### src/rtl/spr_pkg.sv
package spr_pkg;
    localparam int unsigned LFSR_W   = 3;
    localparam int unsigned CODE_LEN = (1 << LFSR_W) - 1;
    localparam int unsigned IDX_W    = $clog2(CODE_LEN);

    typedef struct packed {
        logic             busy;
        logic             data;
        logic [IDX_W-1:0] idx;
    } lane_state_t;
endpackage

### src/rtl/spr_lfsr.sv
module spr_lfsr #(
    parameter int unsigned    W    = 3,
    parameter logic [W-1:0]   TAPS = 3'b110,
    parameter logic [W-1:0]   SEED = 3'b001
) (
    input  logic         clk,
    input  logic         rst_n,
    input  logic         step_i,
    output logic         chip_o,
    output logic [W-1:0] state_o
);
    logic [W-1:0] state_d, state_q;
    logic         fb;

    always_comb begin
        fb      = ^(state_q & TAPS);
        state_d = state_q;
        if (step_i) begin
            state_d = {state_q[W-2:0], fb};
        end
    end

    always_ff @(posedge clk or negedge rst_n) begin
        if (!rst_n) state_q <= SEED;
        else        state_q <= state_d;
    end

    assign chip_o  = state_q[W-1];
    assign state_o = state_q;

    // the XOR feedback must never fall into the lockup state
    p_lfsr_nonzero_r8: assert property (@(posedge clk) disable iff (!rst_n)
        state_q != '0);
endmodule

### src/rtl/spr_chip_fifo.sv
module spr_chip_fifo #(
    parameter int unsigned DEPTH = 8
) (
    input  logic               clk,
    input  logic               rst_n,
    input  logic               push_i,
    input  logic               din_i,
    input  logic               pop_i,
    output logic               head_o,
    output logic               empty_o,
    output logic               full_o,
    output logic [$clog2(DEPTH+1)-1:0] count_o
);
    localparam int unsigned PTR_W = (DEPTH > 1) ? $clog2(DEPTH) : 1;
    localparam int unsigned CNT_W = $clog2(DEPTH + 1);

    typedef struct packed {
        logic [DEPTH-1:0] mem;
        logic [PTR_W-1:0] wp;
        logic [PTR_W-1:0] rp;
        logic [CNT_W-1:0] cnt;
    } fifo_state_t;

    fifo_state_t st_d, st_q;

    function automatic logic [PTR_W-1:0] ptr_inc(input logic [PTR_W-1:0] p);
        return (p == PTR_W'(DEPTH - 1)) ? '0 : p + PTR_W'(1);
    endfunction

    always_comb begin
        st_d = st_q;
        if (push_i) begin
            st_d.mem[st_q.wp] = din_i;
            st_d.wp           = ptr_inc(st_q.wp);
        end
        if (pop_i) begin
            st_d.rp = ptr_inc(st_q.rp);
        end
        case ({push_i, pop_i})
            2'b10:   st_d.cnt = st_q.cnt + CNT_W'(1);
            2'b01:   st_d.cnt = st_q.cnt - CNT_W'(1);
            default: st_d.cnt = st_q.cnt;
        endcase
    end

    always_ff @(posedge clk or negedge rst_n) begin
        if (!rst_n) st_q <= '0;
        else        st_q <= st_d;
    end

    assign head_o  = st_q.mem[st_q.rp];
    assign empty_o = (st_q.cnt == '0);
    assign full_o  = (st_q.cnt == CNT_W'(DEPTH));
    assign count_o = st_q.cnt;

    // a write into a full buffer is only legal when a read frees a slot
    p_no_overflow_r6: assert property (@(posedge clk) disable iff (!rst_n)
        (push_i && full_o) |-> pop_i);
    // nothing is read from an empty buffer
    p_no_underflow_r5: assert property (@(posedge clk) disable iff (!rst_n)
        pop_i |-> !empty_o);
endmodule

### src/rtl/spr_lane.sv
module spr_lane
    import spr_pkg::*;
#(
    parameter logic [LFSR_W-1:0] TAPS      = 3'b110,
    parameter logic [LFSR_W-1:0] SEED      = 3'b001,
    parameter int unsigned       BUF_DEPTH = 8
) (
    input  logic clk,
    input  logic rst_n,
    input  logic shift_en_i,
    input  logic bit_valid_i,
    input  logic bit_i,
    output logic bit_ready_o,
    output logic chip_o,
    output logic chip_valid_o
);
    localparam int unsigned CNT_W = $clog2(BUF_DEPTH + 1);

    lane_state_t       st_d, st_q;
    logic              code_chip;
    logic [LFSR_W-1:0] code_state;
    logic              buf_empty, buf_full, buf_head;
    logic [CNT_W-1:0]  buf_count;
    logic              pop, push, last, ready, accept, push_chip;

    spr_lfsr #(.W(LFSR_W), .TAPS(TAPS), .SEED(SEED)) u_code (
        .clk     (clk),
        .rst_n   (rst_n),
        .step_i  (push),
        .chip_o  (code_chip),
        .state_o (code_state)
    );

    spr_chip_fifo #(.DEPTH(BUF_DEPTH)) u_buf (
        .clk     (clk),
        .rst_n   (rst_n),
        .push_i  (push),
        .din_i   (push_chip),
        .pop_i   (pop),
        .head_o  (buf_head),
        .empty_o (buf_empty),
        .full_o  (buf_full),
        .count_o (buf_count)
    );

    always_comb begin
        pop       = shift_en_i && !buf_empty;
        push      = st_q.busy && (!buf_full || pop);
        last      = (st_q.idx == IDX_W'(CODE_LEN - 1));
        ready     = !st_q.busy || (push && last);
        accept    = bit_valid_i && ready;
        push_chip = st_q.data ^ code_chip;

        st_d = st_q;
        if (push) begin
            if (last) begin
                st_d.busy = 1'b0;
                st_d.idx  = '0;
            end else begin
                st_d.idx  = st_q.idx + IDX_W'(1);
            end
        end
        if (accept) begin
            st_d.busy = 1'b1;
            st_d.data = bit_i;
            st_d.idx  = '0;
        end
    end

    always_ff @(posedge clk or negedge rst_n) begin
        if (!rst_n) st_q <= '0;
        else        st_q <= st_d;
    end

    assign bit_ready_o  = ready;
    assign chip_o       = buf_head;
    assign chip_valid_o = pop;

    // the first chip of every bit is coded from the code's starting state
    p_code_aligned_r3: assert property (@(posedge clk) disable iff (!rst_n)
        (push && st_q.idx == '0) |-> code_state == SEED);
    // a taken bit starts a code period on the next cycle
    p_accept_busy_r4: assert property (@(posedge clk) disable iff (!rst_n)
        accept |=> (st_q.busy && st_q.idx == '0));
    // with the enable low the buffer never loses a chip
    p_hold_when_disabled_r5: assert property (@(posedge clk) disable iff (!rst_n)
        !shift_en_i |=> buf_count >= $past(buf_count));
endmodule

### src/rtl/ds_two_user_spreader.sv
module ds_two_user_spreader
    import spr_pkg::*;
#(
    parameter int unsigned              USERS     = 2,
    parameter int unsigned              BUF_DEPTH = 8,
    parameter logic [LFSR_W-1:0]        TAPS      = 3'b110,
    parameter logic [USERS*LFSR_W-1:0]  SEEDS     = {3'b100, 3'b001}
) (
    input  logic             clk,
    input  logic             rst_n,
    input  logic             shift_en_i,
    input  logic [USERS-1:0] bit_valid_i,
    input  logic [USERS-1:0] bit_i,
    output logic [USERS-1:0] bit_ready_o,
    output logic [USERS-1:0] chip_o,
    output logic [USERS-1:0] chip_valid_o
);
    for (genvar u = 0; u < USERS; u++) begin : g_user
        spr_lane #(
            .TAPS      (TAPS),
            .SEED      (SEEDS[u*LFSR_W +: LFSR_W]),
            .BUF_DEPTH (BUF_DEPTH)
        ) u_lane (
            .clk          (clk),
            .rst_n        (rst_n),
            .shift_en_i   (shift_en_i),
            .bit_valid_i  (bit_valid_i[u]),
            .bit_i        (bit_i[u]),
            .bit_ready_o  (bit_ready_o[u]),
            .chip_o       (chip_o[u]),
            .chip_valid_o (chip_valid_o[u])
        );
    end

    // no chip leaves any user while the shared enable is low
    p_quiet_when_disabled_r5: assert property (@(posedge clk) disable iff (!rst_n)
        !shift_en_i |-> chip_valid_o == '0);
endmodule

### config.mk
export PLATFORM = sky130hd
export DESIGN_NAME = ds_two_user_spreader
export DESIGN_NICKNAME = d
export VERILOG_FILES = /design/src/rtl/spr_pkg.sv /design/src/rtl/spr_lfsr.sv /design/src/rtl/spr_chip_fifo.sv /design/src/rtl/spr_lane.sv /design/src/rtl/ds_two_user_spreader.sv
export SDC_FILE = /design/constraint.sdc
export NUM_CORES = 1
export LEC_CHECK = 0
export BUFFER_PORTS_ARGS = -buffer_cell sky130_fd_sc_hd__buf_2
export CAP_MARGIN = 20
export CELL_PAD_IN_SITES_DETAIL_PLACEMENT = 2
export CELL_PAD_IN_SITES_GLOBAL_PLACEMENT = 2
export CORE_MARGIN = 3
export CORE_UTILIZATION = 45
export DETAILED_ROUTE_END_ITERATION = 6
export GPL_TIMING_DRIVEN = 0
export PLACE_DENSITY_LB_ADDON = 0.1
export SETUP_SLACK_MARGIN = 0.5
export SLEW_MARGIN = 20
export SYNTH_ARGS = -nofsm -noshare
export SYNTH_HDL_FRONTEND = slang
export SYNTH_HIERARCHICAL = 1
export SYNTH_SLANG_ARGS = --single-unit
### constraint.sdc
create_clock -name clk -period 4.3 [get_ports clk]
set_input_delay 0 -clock clk [delete_from_list [all_inputs] [get_ports clk]]
set_output_delay 0 -clock clk [all_outputs]
set_load 0.005 [all_outputs]
==> flow_summary.json, run 1 <==
{
  "status": "complete, no violations",
  "final-hold-violation-count": 0,
  "grt_overflow_total": 0,
  "utilization_pct": 52.4,
  "grt_pass1_vias": 2070,
  "io_buffer_count": 12,
  "layout_commonest_cell": "dfrtp_1",
  "gr-usage-all-layers_pct": 18.1,
  "start_util_pct": 46.8,
  "grt_pass1_wl_um": 10500,
  "std_cell_rows": 28,
  "syn_inst": 236,
  "critPathArrivalTime_ps": 3500,
  "finalMaxSlewViolations": 0,
  "maxCapViolations": 0,
  "worstMarginPinSlew_ps": 874,
  "grt_start_max_net_pins": 53,
  "htree_levels": 2,
  "timing.critical_path.mode_cell": "xor2_1",
  "drc": 0,
  "first_pass_iters": 4,
  "ant_nets": 0,
  "cts.sinks": 52,
  "dpl.hpwl_um": 4130,
  "cpPeakStageDelay_ps": 790,
  "seq_area_um2": 1300,
  "antenna_cells": 0,
  "die_w_um": 84.7,
  "place_congestion": 0.730,
  "power_mw": 2.47,
  "syn_area_um2": 2790,
  "ir_worst_vdd_mv": 0.319,
  "crit_family": "simple AND/OR/NAND/NOR gates",
  "crit_required_ps": 4500,
  "num_vias": 1876,
  "clk_path_buf_depth": 2,
  "avgSynthCellArea_um2": 11.8,
  "fin_skew_ps": 4.04,
  "num-fill-cells": 583,
  "ios": 13,
  "hp-class": "primary input to flop",
  "multi_input_area_um2": 1420,
  "dp_worst_setup_slack_ps": 1090,
  "syn_to_final_growth_pct": 11.9,
  "crit_slowest_cell": "nor4b_1",
  "final.min_clock_period_ps": 3310,
  "final_layout_size_suffix_gt1_share_pct": 24.9,
  "dieArea_um2": 7180,
  "final_cell_mix": "dfrtp_1, mux2_2, nand2_1",
  "crit_chain": "nor4b_1, and2_1, nor2_1, buf_2, inv_1, ha_1, xor2_1, ha_1, a21oi_1, xor2_1, nor2_1, xor2_1",
  "yosys_warnings": 6,
  "fin_nets": 281,
  "path_buf_inv": 2,
  "rsz0062_at_grt": "no",
  "wire_per_inst_um": 17.6,
  "ctsResizeCount": 0,
  "p_leak_nw": 1.37,
  "p_per_area_nw_per_um2": 790,
  "vias_per_cell": 5.58,
  "cts_root_buf": "clkbuf_8",
  "worstSkewPairLatency_ps": 310,
  "crit_path_max_fanout": 8,
  "finalSetupTns_ps": 0,
  "numCtsBuffers": 5,
  "antenna_found_initial": 0,
  "drt_first_iter_violations": 33,
  "criticalPathCategory": "flop to flop",
  "syn-num-nets": 257,
  "slew_headroom_pct": 40.9,
  "end_kind": "flop",
  "drt_wl_total_um": 5910,
  "start_kind": "flop",
  "cts_tree": "yes",
  "die_y_um": 84.7,
  "max_freq_mhz": 302,
  "path_clk_slew_ps": 90,
  "whs_ps": 207,
  "core_um2": 5960,
  "period_share_pct": 76.9,
  "setup_violations": 0,
  "setup_ws_ps": 993
}
## tightest hold or removal path, cell delays in order
cell	delay [ps]
buf_2	130
nand2b_4	100
nand2_1	80
nand3b_1	90
a31oi_1	80
## layer usage
layer / track usage (%) / vias to the layer above / wire length [um]
li1: - / 904 / -
met1: 24.7 / 956 / 2810
met2: 30.1 / 10 / 2940
met3: 3.24 / 6 / 100
met4: 4.32 / 0 / 50
met5: 0 / - / 0
## cell type report
| cell class | instances | area share, % |
|---|---|---|
| flip-flops and latches | 52 | 41.8 |
| clock buffers | 7 | 3.09 |
| well taps | 75 | 3.01 |
| multi-input cells | 168 | 45.5 |
| plain buffers | 7 | 0.962 |
| clock inverters | 1 | 0.962 |
| repair buffers | 17 | 3.61 |
| inverters | 9 | 1.08 |
## per-stage QoR
| step | area [um^2] | cells |
|---|---|---|
| 6_report | 3120 | 336 |
| 4_1_cts | 3120 | 336 |
| 3_3_place_gp | 2940 | 323 |
| 2_1_floorplan | 2790 | 236 |
| 5_1_grt | 3120 | 336 |
| 3_5_place_dp | 2950 | 323 |
## final timing paths
path | start | end | slack (ps) | depth (start not counted)
worst max register to register | g_user[1].u_lane/u_buf/count_o[1]$_DFFE_PN0P_ | g_user[1].u_lane/u_buf/count_o[2]$_DFFE_PN0P_ | 990 | 12
worst min register to register | g_user[0].u_lane/u_buf/count_o[3]$_DFFE_PN0P_ | g_user[0].u_lane/u_buf/count_o[3]$_DFFE_PN0P_ | 500 | 1
min in group asynchronous | rst_n | g_user[1].u_lane/st_q[4]$_DFFE_PN0P_ | 260 | 2
max in group asynchronous | rst_n | g_user[0].u_lane/u_code/state_o[2]$_DFFE_PN0P_ | 3590 | 2
worst max-delay path | g_user[1].u_lane/u_buf/count_o[1]$_DFFE_PN0P_ | g_user[1].u_lane/u_buf/count_o[2]$_DFFE_PN0P_ | 990 | 12
worst min-delay path | shift_en_i | g_user[1].u_lane/st_q[1]$_DFFE_PN0P_ | 210 | 5
## state kept, by name (all words and copies together) (netlist names)
name / cells
g_user.u_lane/u_code/state_o: 6
g_user.u_lane/u_buf/st_q: 28
g_user.u_lane/st_q: 10
g_user.u_lane/u_buf/count_o: 8
## power by group
part / total (mW) / internal (mW) / switching (mW)
registers: 1.00 / 0.753 / 0.251
logic: 1.09 / 0.594 / 0.499
clock network: 0.368 / 0.206 / 0.163
total: 2.47 / 1.55 / 0.913
## repair_timing
item,in CTS,in global routing
buffers inserted,0,0
hold buffers,5,0
endpoints found under the setup margin,0,0
hold endpoints to repair,56,0
No activity file was read; power rests on OpenSTA's default activity.
==> run 2, diff against run 1 <==
--- a/config.mk
+++ b/config.mk
@@ -5,12 +5,13 @@
 export SDC_FILE = /design/constraint.sdc
 export NUM_CORES = 1
 export LEC_CHECK = 0
+export ABC_AREA = 1
 export BUFFER_PORTS_ARGS = -buffer_cell sky130_fd_sc_hd__buf_2
 export CAP_MARGIN = 20
 export CELL_PAD_IN_SITES_DETAIL_PLACEMENT = 2
 export CELL_PAD_IN_SITES_GLOBAL_PLACEMENT = 2
 export CORE_MARGIN = 3
-export CORE_UTILIZATION = 45
+export CORE_UTILIZATION = 37
 export DETAILED_ROUTE_END_ITERATION = 6
 export GPL_TIMING_DRIVEN = 0
 export PLACE_DENSITY_LB_ADDON = 0.1
==> constraint.sdc (replaced) <==
create_clock -name clk -period 3.4 [get_ports clk]
set_input_delay 0 -clock clk [delete_from_list [all_inputs] [get_ports clk]]
set_output_delay 0 -clock clk [all_outputs]
set_load 0.005 [all_outputs]
==> flow_summary.json, run 2 <==
{
  "first_pass_iters": 5,
  "htree_levels": 2,
  "dieArea_um2": 8810,
  "seq_area_um2": 1300,
  "grt_pass1_vias": 2605,
  "gr-usage-all-layers_pct": 17.7,
  "p_sw_mw": 1.56,
  "final-hold-violation-count": 0,
  "status": "complete, no violations",
  "syn_inst": 352,
  "layout_commonest_cell": "nand2_1",
  "ir_worst_vdd_mv": 0.292,
  "fin_skew_ps": 6.42,
  "drc": 0,
  "hp-class": "primary input to flop",
  "num-fill-cells": 874,
  "drt_wl_total_um": 7000,
  "die_w_um": 93.8,
  "die_y_um": 93.8,
  "ant_nets": 0,
  "grtUsageMet1_pct": 23.0,
  "yosys_warnings": 6,
  "grt.met2_usage_pct": 30.1,
  "cts_root_buf": "clkbuf_8",
  "dp_worst_setup_slack_ps": 641,
  "antenna_cells": 0,
  "drt_first_iter_violations": 80,
  "vias_per_cell": 5.00,
  "busiest_layer": "met2",
  "setup_violations": 0,
  "slew_headroom_pct": 54.2,
  "start_util_pct": 38.7,
  "clkPwrFrac_pct": 11.4,
  "grt_pass1_wl_um": 12400,
  "internal_power_mw": 1.71,
  "pwr-share-seq_pct": 39.2,
  "std_cell_rows": 31,
  "start_kind": "flop",
  "cts.sinks": 52,
  "place_congestion": 0.754,
  "ios": 13,
  "finalSetupTns_ps": 0,
  "wire_per_inst_um": 14.5,
  "crit_path_max_fanout": 5,
  "setup_ws_ps": 738,
  "criticalPathCategory": "flop to flop",
  "worstMarginPinSlew_ps": 687,
  "finalMaxSlewViolations": 0,
  "share_comb_of_total_power_pct": 49.3,
  "multi_input_area_um2": 1350,
  "critPathArrivalTime_ps": 2860,
  "core_um2": 7370,
  "worstSkewPairLatency_ps": 310,
  "end_kind": "flop",
  "p_leak_nw": 1.62,
  "fin_nets": 402,
  "largest_reg_flops": 28,
  "antenna_found_initial": 0,
  "dp_cells": 463,
  "clk_path_buf_depth": 2,
  "final_layout_size_suffix_gt1_share_pct": 14.7,
  "final.min_clock_period_ps": 2660,
  "dpl.hpwl_um": 5070,
  "max_freq_mhz": 376,
  "path_clk_slew_ps": 100,
  "crit_required_ps": 3600,
  "switching_share_pct": 47.6,
  "final_cells": 481,
  "numCtsBuffers": 5,
  "period_share_pct": 78.3,
  "io_buffer_count": 12,
  "avgSynthCellArea_um2": 8.11,
  "use_met3_pct": 3.37,
  "p_per_area_nw_per_um2": 1010,
  "cts_tree": "yes",
  "syn_area_um2": 2860,
  "grt_start_max_net_pins": 53,
  "syn-num-nets": 373,
  "power_mw": 3.27,
  "rsz0062_at_grt": "yes",
  "top_register": "g_user.u_lane/u_buf/st_q",
  "final_cell_mix": "nand2_1, dfrtp_1, inv_1",
  "num_vias": 2407,
  "whs_ps": 224,
  "grt_overflow_total": 0,
  "syn_to_final_growth_pct": 13.4,
  "maxCapViolations": 0
}
==> run 2: worst paths after layout <==
kind	end	cells past startpoint	slack, ps	startpoint
max in group asynchronous	g_user[1].u_lane/u_buf/count_o[3]$_DFFE_PN0P_	2	2660	rst_n
max	g_user[1].u_lane/u_buf/count_o[2]$_DFFE_PN0P_	15	740	g_user[1].u_lane/u_buf/count_o[3]$_DFFE_PN0P_
max reg2reg	g_user[1].u_lane/u_buf/count_o[2]$_DFFE_PN0P_	15	740	g_user[1].u_lane/u_buf/count_o[3]$_DFFE_PN0P_
min in group asynchronous	g_user[1].u_lane/u_buf/st_q[6]$_DFFE_PN0P_	2	270	rst_n
min	g_user[0].u_lane/u_buf/st_q[6]$_DFFE_PN0P_	5	220	shift_en_i
min reg2reg	g_user[0].u_lane/u_code/state_o[0]$_DFFE_PN1P_	2	480	g_user[0].u_lane/u_code/state_o[0]$_DFFE_PN1P_
==> run 2: critical path, cell delays in order (launching register included) <==
cell	delay (ps)
dfrtp_1	430
nor4_1	310
inv_1	70
nand2_1	90
nand2_1	100
nand2_1	230
clkinvlp_4	160
inv_2	120
ha_1	230
nand2_1	80
inv_2	80
nor2_4	40
ha_1	180
a21oi_1	170
xor2_1	190
o21ai_1	80
==> run 2: power by group through the flow <==
stage	registers, mW	clock network, mW	logic, mW
2_1_floorplan	1.20	0	1.20
3_3_place_gp	1.28	0	1.48
3_5_place_dp	1.30	0	1.59
4_1_cts	1.29	0.389	1.62
5_1_grt	1.35	0.416	1.90
6_report	1.28	0.374	1.61
==> run 2: layer usage <==
layer	wire, um	up-vias
met3	110	2
met5	0	-
met1	3370	1192
met4	37	0
li1	-	1200
met2	3480	13
==> run 2: layout make-up <==
| type | instances | share of cell area (%) |
|---|---|---|
| Inverter | 53 | 6.42 |
| Tap cell | 99 | 3.83 |
| Multi-Input combinational cell | 247 | 41.7 |
| Clock inverter | 3 | 0.734 |
| Sequential cell | 52 | 40.3 |
| Timing Repair Buffer | 22 | 4.87 |
| Clock buffer | 5 | 2.13 |
==> run 2: repair_timing <==
action / 4_1_cts / 5_1_grt
endpoints found under the hold margin: 54 / 0
setup buffers: 0 / 2
hold buffers: 8 / 0
resized for setup: 0 / 2
setup endpoints to repair: 0 / 2
==> run 2: stage by stage <==
step	instance area, um^2	util (%)
after floorplan	2860	-
after global placement	3040	41.2
after detailed placement	3040	41.3
after CTS	3210	43.6
after global routing	3240	43.9
final	3240	43.9
